`src/rtl/mbc_pkg.sv`:
```
package mbc_pkg;

  // Bus control strobes captured on each rising edge
  typedef struct packed {
    logic memr;
    logic memw;
    logic dbin;
    logic phantom_n;
    logic phantom_jmp;
  } bus_ctl_t;

endpackage

```
`src/rtl/mbc_match.sv`:
```
// Window compare by addition plus page index computation
module mbc_match #(
  parameter int PAGE_W   = 3,
  parameter int HI_W     = 3,
  parameter int LOW_BASE = 0
) (
  input  logic [PAGE_W-1:0] adr_lo,
  input  logic [HI_W-1:0]   adr_hi,
  input  logic [HI_W-1:0]   sw_n,
  input  logic              kill,
  output logic              sel,
  output logic [PAGE_W-1:0] page
);
  localparam logic [PAGE_W:0] LOW_V = LOW_BASE[PAGE_W:0];

  logic [PAGE_W:0] lo_sum;
  logic [HI_W-1:0] hi_sum;
  logic [HI_W-1:0] cin_ext;

  always_comb begin
    lo_sum  = {1'b0, adr_lo} + LOW_V;
    cin_ext = {{(HI_W-1){1'b0}}, lo_sum[PAGE_W]};
    hi_sum  = adr_hi + sw_n + cin_ext;
    page    = lo_sum[PAGE_W-1:0];
    sel     = (&hi_sum) & ~kill;
  end
endmodule

```
`src/rtl/mbc_pagedec.sv`:
```
// Enable-gated binary to one-hot page decoder
module mbc_pagedec #(
  parameter int PAGE_W = 3
) (
  input  logic                   en,
  input  logic [PAGE_W-1:0]      page,
  output logic [(1<<PAGE_W)-1:0] ce
);
  localparam int PAGES = 1 << PAGE_W;

  for (genvar g = 0; g < PAGES; g++) begin : g_ce
    assign ce[g] = en && (page == PAGE_W'(g));
  end
endmodule

```
`src/rtl/mbc_protlatch.sv`:
```
// Set-dominant write-protect flag
module mbc_protlatch (
  input  logic clk,
  input  logic rst,
  input  logic set_i,
  input  logic clr_i,
  output logic prot_o
);
  always_ff @(posedge clk) begin
    if (rst)        prot_o <= 1'b0;
    else if (set_i) prot_o <= 1'b1;
    else if (clr_i) prot_o <= 1'b0;
  end
endmodule

```
`src/rtl/mboard_ctl.sv`:
```
module mboard_ctl #(
  parameter int PAGE_W   = 3,
  parameter int HI_W     = 3,
  parameter int LOW_BASE = 0
) (
  input  logic                        clk,
  input  logic                        rst,
  input  logic [PAGE_W+HI_W-1:0]      bus_adr_i,
  input  logic [HI_W-1:0]             base_sw_n,
  input  logic                        memr_i,
  input  logic                        memw_i,
  input  logic                        dbin_i,
  input  logic                        prot_i,
  input  logic                        unprot_i,
  input  logic                        phantom_n_i,
  input  logic                        phantom_jmp_i,
  output logic [(1<<PAGE_W)-1:0]      page_ce_o,
  output logic                        dout_en_o,
  output logic                        ram_we_o,
  output logic                        prot_stat_n_o
);
  import mbc_pkg::*;

  localparam int ADR_W = PAGE_W + HI_W;

  logic [ADR_W-1:0] adr_q;
  logic [HI_W-1:0]  sw_q;
  bus_ctl_t         ctl_q;
  logic             sel;
  logic [PAGE_W-1:0] page;
  logic             prot;
  logic             rd_cyc;
  logic             dec_en;

  // Input sampling stage
  always_ff @(posedge clk) begin
    if (rst) begin
      adr_q <= '0;
      sw_q  <= '0;
      ctl_q <= '{memr: 1'b0, memw: 1'b0, dbin: 1'b0,
                 phantom_n: 1'b1, phantom_jmp: 1'b0};
    end else begin
      adr_q <= bus_adr_i;
      sw_q  <= base_sw_n;
      ctl_q <= '{memr: memr_i, memw: memw_i, dbin: dbin_i,
                 phantom_n: phantom_n_i, phantom_jmp: phantom_jmp_i};
    end
  end

  mbc_match #(.PAGE_W(PAGE_W), .HI_W(HI_W), .LOW_BASE(LOW_BASE)) u_match (
    .adr_lo (adr_q[PAGE_W-1:0]),
    .adr_hi (adr_q[ADR_W-1:PAGE_W]),
    .sw_n   (sw_q),
    .kill   (ctl_q.phantom_jmp & ~ctl_q.phantom_n),
    .sel    (sel),
    .page   (page)
  );

  mbc_protlatch u_prot (
    .clk    (clk),
    .rst    (rst),
    .set_i  (prot_i),
    .clr_i  (unprot_i),
    .prot_o (prot)
  );

  always_comb begin
    rd_cyc = ctl_q.memr & ctl_q.dbin;
    dec_en = sel & (rd_cyc | ctl_q.memw);
  end

  mbc_pagedec #(.PAGE_W(PAGE_W)) u_dec (
    .en   (dec_en),
    .page (page),
    .ce   (page_ce_o)
  );

  assign dout_en_o     = sel & rd_cyc & ~ctl_q.memw;
  assign ram_we_o      = sel & ctl_q.memw & ~prot;
  assign prot_stat_n_o = ~prot;
endmodule

```
`config.mk`:
```
export PLATFORM = sky130hd
export DESIGN_NAME = mboard_ctl
export DESIGN_NICKNAME = d
export VERILOG_FILES = /design/src/rtl/mbc_pkg.sv /design/src/rtl/mbc_match.sv /design/src/rtl/mbc_pagedec.sv /design/src/rtl/mbc_protlatch.sv /design/src/rtl/mboard_ctl.sv
export SDC_FILE = /design/constraint.sdc
export NUM_CORES = 1
export LEC_CHECK = 0
export BUFFER_PORTS_ARGS = -buffer_cell sky130_fd_sc_hd__buf_2
export CAP_MARGIN = 20
export CELL_PAD_IN_SITES_DETAIL_PLACEMENT = 0
export CELL_PAD_IN_SITES_GLOBAL_PLACEMENT = 1
export CORE_MARGIN = 2
export CORE_UTILIZATION = 33
export CTS_CLUSTER_DIAMETER = 30
export DETAILED_ROUTE_END_ITERATION = 10
export HOLD_SLACK_MARGIN = 0.12
export PLACE_DENSITY = 0.8
export RECOVER_POWER = 25
export SLEW_MARGIN = 5
export SYNTH_ARGS = -nofsm -noshare
export SYNTH_HDL_FRONTEND = slang
export SYNTH_SLANG_ARGS = --single-unit
```
`constraint.sdc`:
```
create_clock -name clk -period 2.73 [get_ports clk]
set_input_delay 0.546 -clock clk [delete_from_list [all_inputs] [get_ports clk]]
set_output_delay 0.546 -clock clk [all_outputs]
set_load 0.05 [all_outputs]
```
==> qor.yml, run 1 <==
syn_nets: 80
grt_max_degree: 16
cts_root_buffer: "clkbuf_4"
end_kind: "output port"
finClkSkew_ns: 0
grt-ovfl-total: 0
drc_errors: 0
post_cts.repair.setup_buffers: 0
p_total_mw: 0.417
fin_crit_ns: 2.59
critPathRequiredTime_ns: 2.18
vias_per_cell: 4.32
nNetsFinal: 113
row_count: 15
status: "completed"
place_ws_ns: 0.240
layout_common_cells: "buf_2 (19), dfxtp_1 (15), nor2b_1 (13), buf_4 (7)"
antenna_found_initial: 0
first_pass_iters: 4
drv_slew: 0
layout_setup_ws_ns: 0.143
hold_class: "input port to register"
vias: 506
core_sq_um: 1730
path_clk_slew_ns: 0.07
yosysTopAreaCell: "dfxtp_1"
initial_core_util_pct: 35.1
arrival_ns: 2.04
synth_top_area_share_pct: 49.6
drtIter0Drc: 4
die-height_um: 46.8
slew_headroom_pct: 43.4
ios: 29
ys_warn_count: 0
multi_input_area_sq_um: 357
syn_avg_cell_area_sq_um: 10.1
n_fill_cell: 170
design_area_sq_um: 896
syn_area_sq_um: 606
die_area_sq_um: 2190
critical_path_class: "register to output port"
synth_cell_type_count: 18
setup_viol: 0
p_per_area_nw_per_um2: 466
dpl_cell_area_sq_um: 826
cap_violations: 0
final_common_cell: "buf_2"
hold_viol: 0
clkSinkCount: 15
synthTopCellsByArea: "dfxtp_1 (50%), nor2b_1 (13%), nor4_1 (6.2%), nand4b_4 (3.9%), inv_1 (3.7%)"
die_x_um: 46.8
worst_pin_slew_ns: 0.849
leakage_nw: 0.374
rsz0062_at_grt: "false"
drive_gt1_share_pct: 46.7
regArea_sq_um: 300
path_max_fanout: 5
max-clock-path-buffers: 2
antenna_cells: 0
startpoint_type: "register"
dp_hpwl_um: 802
wl_per_cell_um: 9.23
grt_first_pass_wirelength_mm: 1.55
ys_ff_latch: 15
fmax_mhz: 387
ir_worst_vdd_v: 0.000316
finish.utilization_pct: 51.9
synth_seq_area_share_pct: 49.6
cts-htree-levels: 1
syn_to_final_growth_pct: 47.9
cts_tree: "yes"
insertion_delay_ns: 0.27
wirelength_mm: 1.08
netlist_instances: 60
globalRouteTotalUtil_pct: 10.4
period_share_pct: 94.7
gp_congestion: 0.762
port_buffers: 28
grt_pass1_vias: 416
numCtsBuffers: 3
ant_nets: 0
==> cell type report <==
| type | instances | share of cell area (%) |
|---|---|---|
| inverters | 6 | 2.51 |
| repair buffers | 28 | 17.7 |
| multi-input cells | 39 | 39.8 |
| flip-flops and latches | 15 | 33.5 |
| well taps | 25 | 3.49 |
| clock buffers | 4 | 2.93 |
==> cell usage after synthesis <==
master / count
ha_1: 1
nor3b_1: 1
or3_1: 1
nor3_1: 2
nand2b_1: 3
nor4_1: 6
nand2_1: 2
or4_1: 1
a21oi_1: 2
nor2_1: 2
dfxtp_1: 15
or2_2: 1
inv_1: 6
fa_1: 1
xnor3_1: 1
nand4b_4: 1
nor2b_1: 13
clkbuf_1: 1
==> cell families after synthesis <==
kind of cell,synth area share (%)
flip-flops,49.6
XOR/XNOR,3.72
buffers and inverters,4.34
AND/OR/NAND/NOR,35.3
adder cells (fa/ha/maj),5.37
AO/OA/AOI/OAI,1.65
==> path summary, 6_finish.rpt <==
check	start	end	slack, ns	cells past startpoint
setup reg to reg	u_prot.prot_o$_SDFFE_PP0P_	u_prot.prot_o$_SDFFE_PP0P_	2.09	2
hold reg to reg	u_prot.prot_o$_SDFFE_PP0P_	u_prot.prot_o$_SDFFE_PP0P_	0.55	2
setup / recovery	adr_q[3]$_SDFF_PP0_	page_ce_o[1]	0.14	7
hold / removal	phantom_n_i	ctl_q[1]$_SDFF_PP1_	0.45	2
==> registers in the layout, summed over array words and instances, names as in the netlist <==
signal / count
u_prot.prot_o: 1
ctl_q: 5
adr_q: 6
sw_q: 3
==> metal layers <==
metal,GRT usage [%],wire [um]
met5,0,0
met4,6.67,24
met3,3.46,70
met2,17.3,499
met1,11.2,486
==> through the flow <==
step / hold slack [ns] / std cells / setup TNS (ns)
3_3_place_gp: 0.531 / 112 / 0
5_1_grt: 0.455 / 117 / 0
2_1_floorplan: 0.495 / 60 / -0.616
4_1_cts: 0.441 / 116 / 0
3_5_place_dp: 0.531 / 112 / 0
6_report: 0.450 / 117 / 0
==> critical path: stages (launching register included) <==
cell and delay [ns]:
dfxtp_1 0.32, ha_1 0.13, inv_1 0.04, fa_1 0.37, xnor3_2 0.30, nand4b_4 0.16
nor3_2 0.19, clkbuf_4 0.25
==> timing repair <==
item	CTS	global route
pin swaps	2	6
cloned	0	1
hold buffers	0	0
endpoints found under the setup margin	6	10
resized for setup	6	5
==> power by group <==
part	leakage, nW	internal (mW)	switching, mW
clock	0.0150	0.0566	0.0594
sequential	0.125	0.231	0.00705
combinational	0.234	0.0306	0.0331
Power figures use the tool's default switching activity.
==> run 2, diff against run 1 <==
ABC_AREA = 1   (was not set)
CORE_UTILIZATION = 32   (was 33)
PLACE_DENSITY = 0.81   (was 0.8)
==> run 2 against run 1 <==
Sequential share of layout area up 1.5 points; maximum frequency is 1.0% higher; utilization decreased by 8.2 points; total power down 1.6%; sequential power hardly changed; via count increased by 19%; wire length fell by 0.93%; largest power group unchanged.
==> qor.yml, run 2 <==
drive_gt1_share_pct: 27.4
reg2reg_depth: 4
synth_top_area_share_pct: 45.3
synthTopCellsByArea: "dfxtp_1 (45%), nor2_1 (15%), inv_1 (15%), nand3_1 (7.5%), nand2_1 (4.5%)"
cap_violations: 0
hp-start: "phantom_n_i"
antenna_cells: 0
syn_nets: 113
p_per_area_nw_per_um2: 479
cts_tree: "yes"
status: "completed"
critPathLaunch: "adr_q[3]$_SDFF_PP0_"
fin_setup_tns_ns: 0
arrival_ns: 2.01
largest_reg_flops: 6
r2r-start: "u_prot.prot_o$_SDFFE_PP0P_"
cts_root_buffer: "clkbuf_4"
regArea_sq_um: 300
finClkSkew_ns: 0
wirelength_mm: 1.07
row_count: 16
vias_per_cell: 4.00
worst_pin_slew_ns: 0.584
slew_headroom_pct: 61.0
post_cts.repair.setup_buffers: 0
grt_pass1_vias: 524
grt-ovfl-total: 0
antenna_found_initial: 0
max-clock-path-buffers: 2
synthTopCellsByCount: "nor2_1 (27), inv_1 (26), dfxtp_1 (15)"
die-height_um: 49.5
cts_resized: 0
drc_errors: 0
initial_core_util_pct: 33.8
ios: 29
setup_viol: 0
critPathRequiredTime_ns: 2.18
netlist_instances: 93
end_kind: "output port"
nNetsFinal: 145
dp_hpwl_um: 913
n_fill_cell: 223
hold_class: "input port to register"
synth.most_common_cell: "nor2_1"
clkSinkCount: 15
grt_first_pass_wirelength_mm: 1.83
path_max_fanout: 8
globalRouteTotalUtil_pct: 9.90
startpoint_type: "register"
gp_congestion: 0.661
drtIter0Drc: 3
syn_to_final_growth_pct: 29.2
ys_ff_latch: 15
synthArstFlopShare_pct: 0
critical_path_class: "register to output port"
fmax_mhz: 391
hold_viol: 0
ant_nets: 0
insertion_delay_ns: 0.27
ys_warn_count: 0
holdBufCountCts: 0
leakage_nw: 0.470
first_pass_iters: 4
synth_cell_type_count: 12
layout_setup_ws_ns: 0.170
endpoint: "page_ce_o[7]"
period_share_pct: 93.8
drv_slew: 0
multi_input_area_sq_um: 260
regMostFlops: "adr_q"
synth_seq_area_share_pct: 45.3
die_x_um: 49.5
die_area_sq_um: 2450
synthFlopType: "dfxtp_1"
place_ws_ns: 0.450
biggestRegsByFlops: "adr_q (6), ctl_q (5), sw_q (3)"
synth_edf_count: 0
wl_per_cell_um: 7.09
syn_area_sq_um: 663
numCtsBuffers: 3
port_buffers: 28
core_sq_um: 1960
vias: 604
yosysTopAreaCell: "dfxtp_1"
regToRegSetupSlack_ns: 2.05
cts-htree-levels: 1
path_clk_slew_ns: 0.08
ir_worst_vdd_v: 0.000193
fin_crit_ns: 2.56
layout_common_cells: "nor2_1 (27), buf_2 (27), inv_1 (26), dfxtp_1 (15), nand3_1 (10)"
timing.rr.end: "u_prot.prot_o$_SDFFE_PP0P_"
rsz0062_at_grt: "false"
grt_max_degree: 16
syn_avg_cell_area_sq_um: 7.13
==> run 2: area by class of cell <==
cell class | count | area share, %
Inverter | 26 | 11.4
Tap cell | 27 | 3.94
Multi-Input combinational cell | 51 | 30.4
Clock buffer | 4 | 3.07
Timing Repair Buffer | 28 | 16.2
Sequential cell | 15 | 35.0
==> run 2: routing by layer <==
layer | wire [um] | part of all wire (%) | global-route usage (%) | up-vias
li1 | - | - | - | 327
met1 | 438 | 41 | 9.49 | 258
met2 | 553 | 52 | 18.0 | 15
met3 | 45 | 4.2 | 0.909 | 4
met4 | 33 | 3.1 | 9.72 | 0
met5 | 0 | 0 | 0 | -
==> run 2: kinds of logic after synthesis <==
family,after synthesis,share of synthesized area [%]
and+or+nand+nor,49,34.3
buffers and inverters,27,15.5
DFF,15,45.3
adders and majority gates,2,4.91
==> run 2: power breakdown <==
part           switching, mW  internal [mW]
Combinational         0.0325         0.0234
Clock                 0.0620         0.0566
Sequential           0.00567          0.231
==> run 2: worst min-delay path by stage <==
stage | end | slack (ns) | depth (start not counted)
floorplan | adr_q[3]$_SDFF_PP0_ | 0.62 | 1
global route | ctl_q[1]$_SDFF_PP1_ | 0.45 | 2
global placement | u_prot.prot_o$_SDFFE_PP0P_ | 0.56 | 4
finish | ctl_q[1]$_SDFF_PP1_ | 0.46 | 2
detailed placement | u_prot.prot_o$_SDFFE_PP0P_ | 0.57 | 4
CTS | ctl_q[1]$_SDFF_PP1_ | 0.45 | 2
==> run 2: through the flow <==
stage	power (mW)	hold WS, ns	instances	area (sq um)	utilization, %
floorplan	0.280	0.617	93	663	-
global placement	0.298	0.561	147	832	42.4
detailed placement	0.299	0.574	147	832	42.4
CTS	0.419	0.452	151	858	43.8
global route	0.439	0.445	151	857	43.7
finish	0.411	0.457	151	857	43.7
==> run 2: critical path, cell delays in order (launching register included) <==
cell and delay (ns):
dfxtp_1 0.31, ha_1 0.18, inv_1 0.06, fa_1 0.44
nor3_4 0.24, nand3_4 0.13, nor2_1 0.11, buf_2 0.27
==> run 3, diff against run 2 <==
CORE_UTILIZATION = 27   (was 32)
PLACE_DENSITY = 0.73   (was 0.81)
clock period = 2.2 ns   (was 2.73 ns; I/O delays follow)
==> run 3 against run 2 <==
The flow now finishes with violations (negative setup slack); utilization decreased by 2.0 points; clock skew unchanged; total power increased by 25%; critical endpoint is now page_ce_o[3]; final cell count increased by 0.66%; clock power increased by 24%; clock-buffer cell count unchanged; first-iteration DRC count increased by 33%; combinational power increased by 30%; wire length increased by 8.5%; non-clock buffer count unchanged; largest cell class unchanged; largest power group unchanged; global-route usage decreased by 0.27 points.
==> qor.yml, run 3 (synthesis results as in run 2) <==
core_sq_um: 2280
vias_per_cell: 3.95
arrival_ns: 1.96
biggestRegsByFlops: "adr_q (6), ctl_q (5), sw_q (3)"
cap_violations: 0
port_buffers: 28
p_sw_share_pct: 24.8
hp-start: "phantom_n_i"
max-clock-path-buffers: 2
drtIter0Drc: 4
wl_per_cell_um: 7.64
critical_path_class: "register to output port"
end_kind: "output port"
drv_slew: 0
globalRouteTotalUtil_pct: 9.63
intPower_mw: 0.387
cts_tree: "yes"
holdBufCountCts: 0
initial_core_util_pct: 29.1
rsz0062_at_grt: "true"
whs_ns: 0.346
p_total_mw: 0.515
clkPwrFrac_pct: 28.7
dp_hpwl_um: 965
antenna_cells: 0
layout_setup_ws_ns: -0.197
antenna_found_initial: 0
nNetsFinal: 145
gp_congestion: 0.635
fin_setup_tns_ns: -1.69
period_share_pct: 109
p_seq_share_pct: 57.2
critPathRequiredTime_ns: 1.76
drc_errors: 0
slew_headroom_pct: 58.8
setup_viol: 10
post_cts.repair.setup_buffers: 0
multi_input_area_sq_um: 285
syn_to_final_growth_pct: 43.0
r2r-start: "u_prot.prot_o$_SDFFE_PP0P_"
regArea_sq_um: 303
final_common_cell: "inv_1"
startpoint_type: "register"
critPathLaunch: "adr_q[3]$_SDFF_PP0_"
p_per_area_nw_per_um2: 543
hold_viol: 0
cts-htree-levels: 1
violations: "negative setup slack"
fin_crit_ns: 2.40
insertion_delay_ns: 0.27
die_area_sq_um: 2870
path_max_fanout: 8
numCtsBuffers: 3
drive_gt1_share_pct: 33.1
ir_worst_vdd_v: 0.000275
finClkSkew_ns: 0
worst_pin_slew_ns: 0.618
layout_common_cells: "inv_1 (25), nor2_1 (24), buf_2 (17), dfxtp_1 (13)"
status: "finished with violations"
grt-ovfl-total: 0
cpPeakStageDelay_ns: 0.48
path_clk_slew_ns: 0.08
grt_first_pass_wirelength_mm: 1.94
vias: 601
regMostFlops: "adr_q"
die_x_um: 53.6
place_ws_ns: 0.0159
switching_power_mw: 0.128
die-height_um: 53.6
wirelength_mm: 1.16
grt_pass1_vias: 530
instances_no_fill: 152
n_fill_cell: 256
ios: 29
fmax_mhz: 417
largest_reg_flops: 6
clkSinkCount: 15
cts_root_buffer: "clkbuf_4"
grt_max_degree: 16
crit_slowest_cell: "fa_1"
hold_class: "input port to register"
ant_nets: 0
leakage_nw: 0.475
row_count: 17
first_pass_iters: 4
path_cells: "ha_4 -> inv_2 -> fa_1 -> nor3_4 -> nand3_4 -> nor2_1 -> buf_6"
dp.cells: 148
p_comb_share_pct: 14.1
-- run 3: cell counts in the layout (fill, tap and decap cells not counted) --
No cell type changed its count.
-- run 3: metrics by stage --
stage | area, sq um | util, %
final | 948 | 41.7
after global routing | 948 | 41.7
after CTS | 950 | 41.7
after detailed placement | 838 | 36.8
after global placement | 838 | 36.8
after floorplan | 668 | -
-- run 3: path summary, 6_finish.rpt --
| check | slack (ns) | cells after the start | to |
|---|---|---|---|
| setup / recovery | -0.20 | 7 | page_ce_o[3] |
| hold reg to reg | 0.59 | 4 | u_prot.prot_o$_SDFFE_PP0P_ |
| setup reg to reg | 1.52 | 4 | u_prot.prot_o$_SDFFE_PP0P_ |
| hold / removal | 0.35 | 2 | ctl_q[1]$_SDFF_PP1_ |
-- run 3: per-layer routing --
metal / up-vias / global-route usage, % / part of all wire (%)
met5: - / 0 / 0
met2: 20 / 16.3 / 51
li1: 326 / - / -
met3: 0 / 3.61 / 9.3
met1: 255 / 9.91 / 40
met4: 0 / 6.41 / 0
-- run 3: repair_timing --
action	in CTS	in global routing
setup endpoints to repair	10	10
resized for setup	27	0
pin swaps	2	0
-- run 3: layout make-up --
type	count	area share, %
clock buffer	4	2.77
timing repair buffer	28	21.2
inverter	26	10.3
sequential	15	31.9
multi-input combinational	51	30.1
tap	28	3.69
-- run 3: worst max-delay path, delay by kind of cell (launching register included) --
| family | cells | cell delay (ns) |
|---|---|---|
| flip-flops | 1 | 0.35 |
| buffers and inverters | 2 | 0.21 |
| AND/OR/NAND/NOR | 3 | 0.54 |
| adder cells (fa/ha/maj) | 2 | 0.60 |
-- run 3: power by group through the flow --
stage | Sequential, mW | Combinational [mW] | Clock, mW
detailed placement | 0.300 | 0.0722 | 0
CTS | 0.295 | 0.0743 | 0.155
global route | 0.296 | 0.0851 | 0.169
finish | 0.295 | 0.0724 | 0.148
global placement | 0.300 | 0.0706 | 0
floorplan | 0.299 | 0.0494 | 0
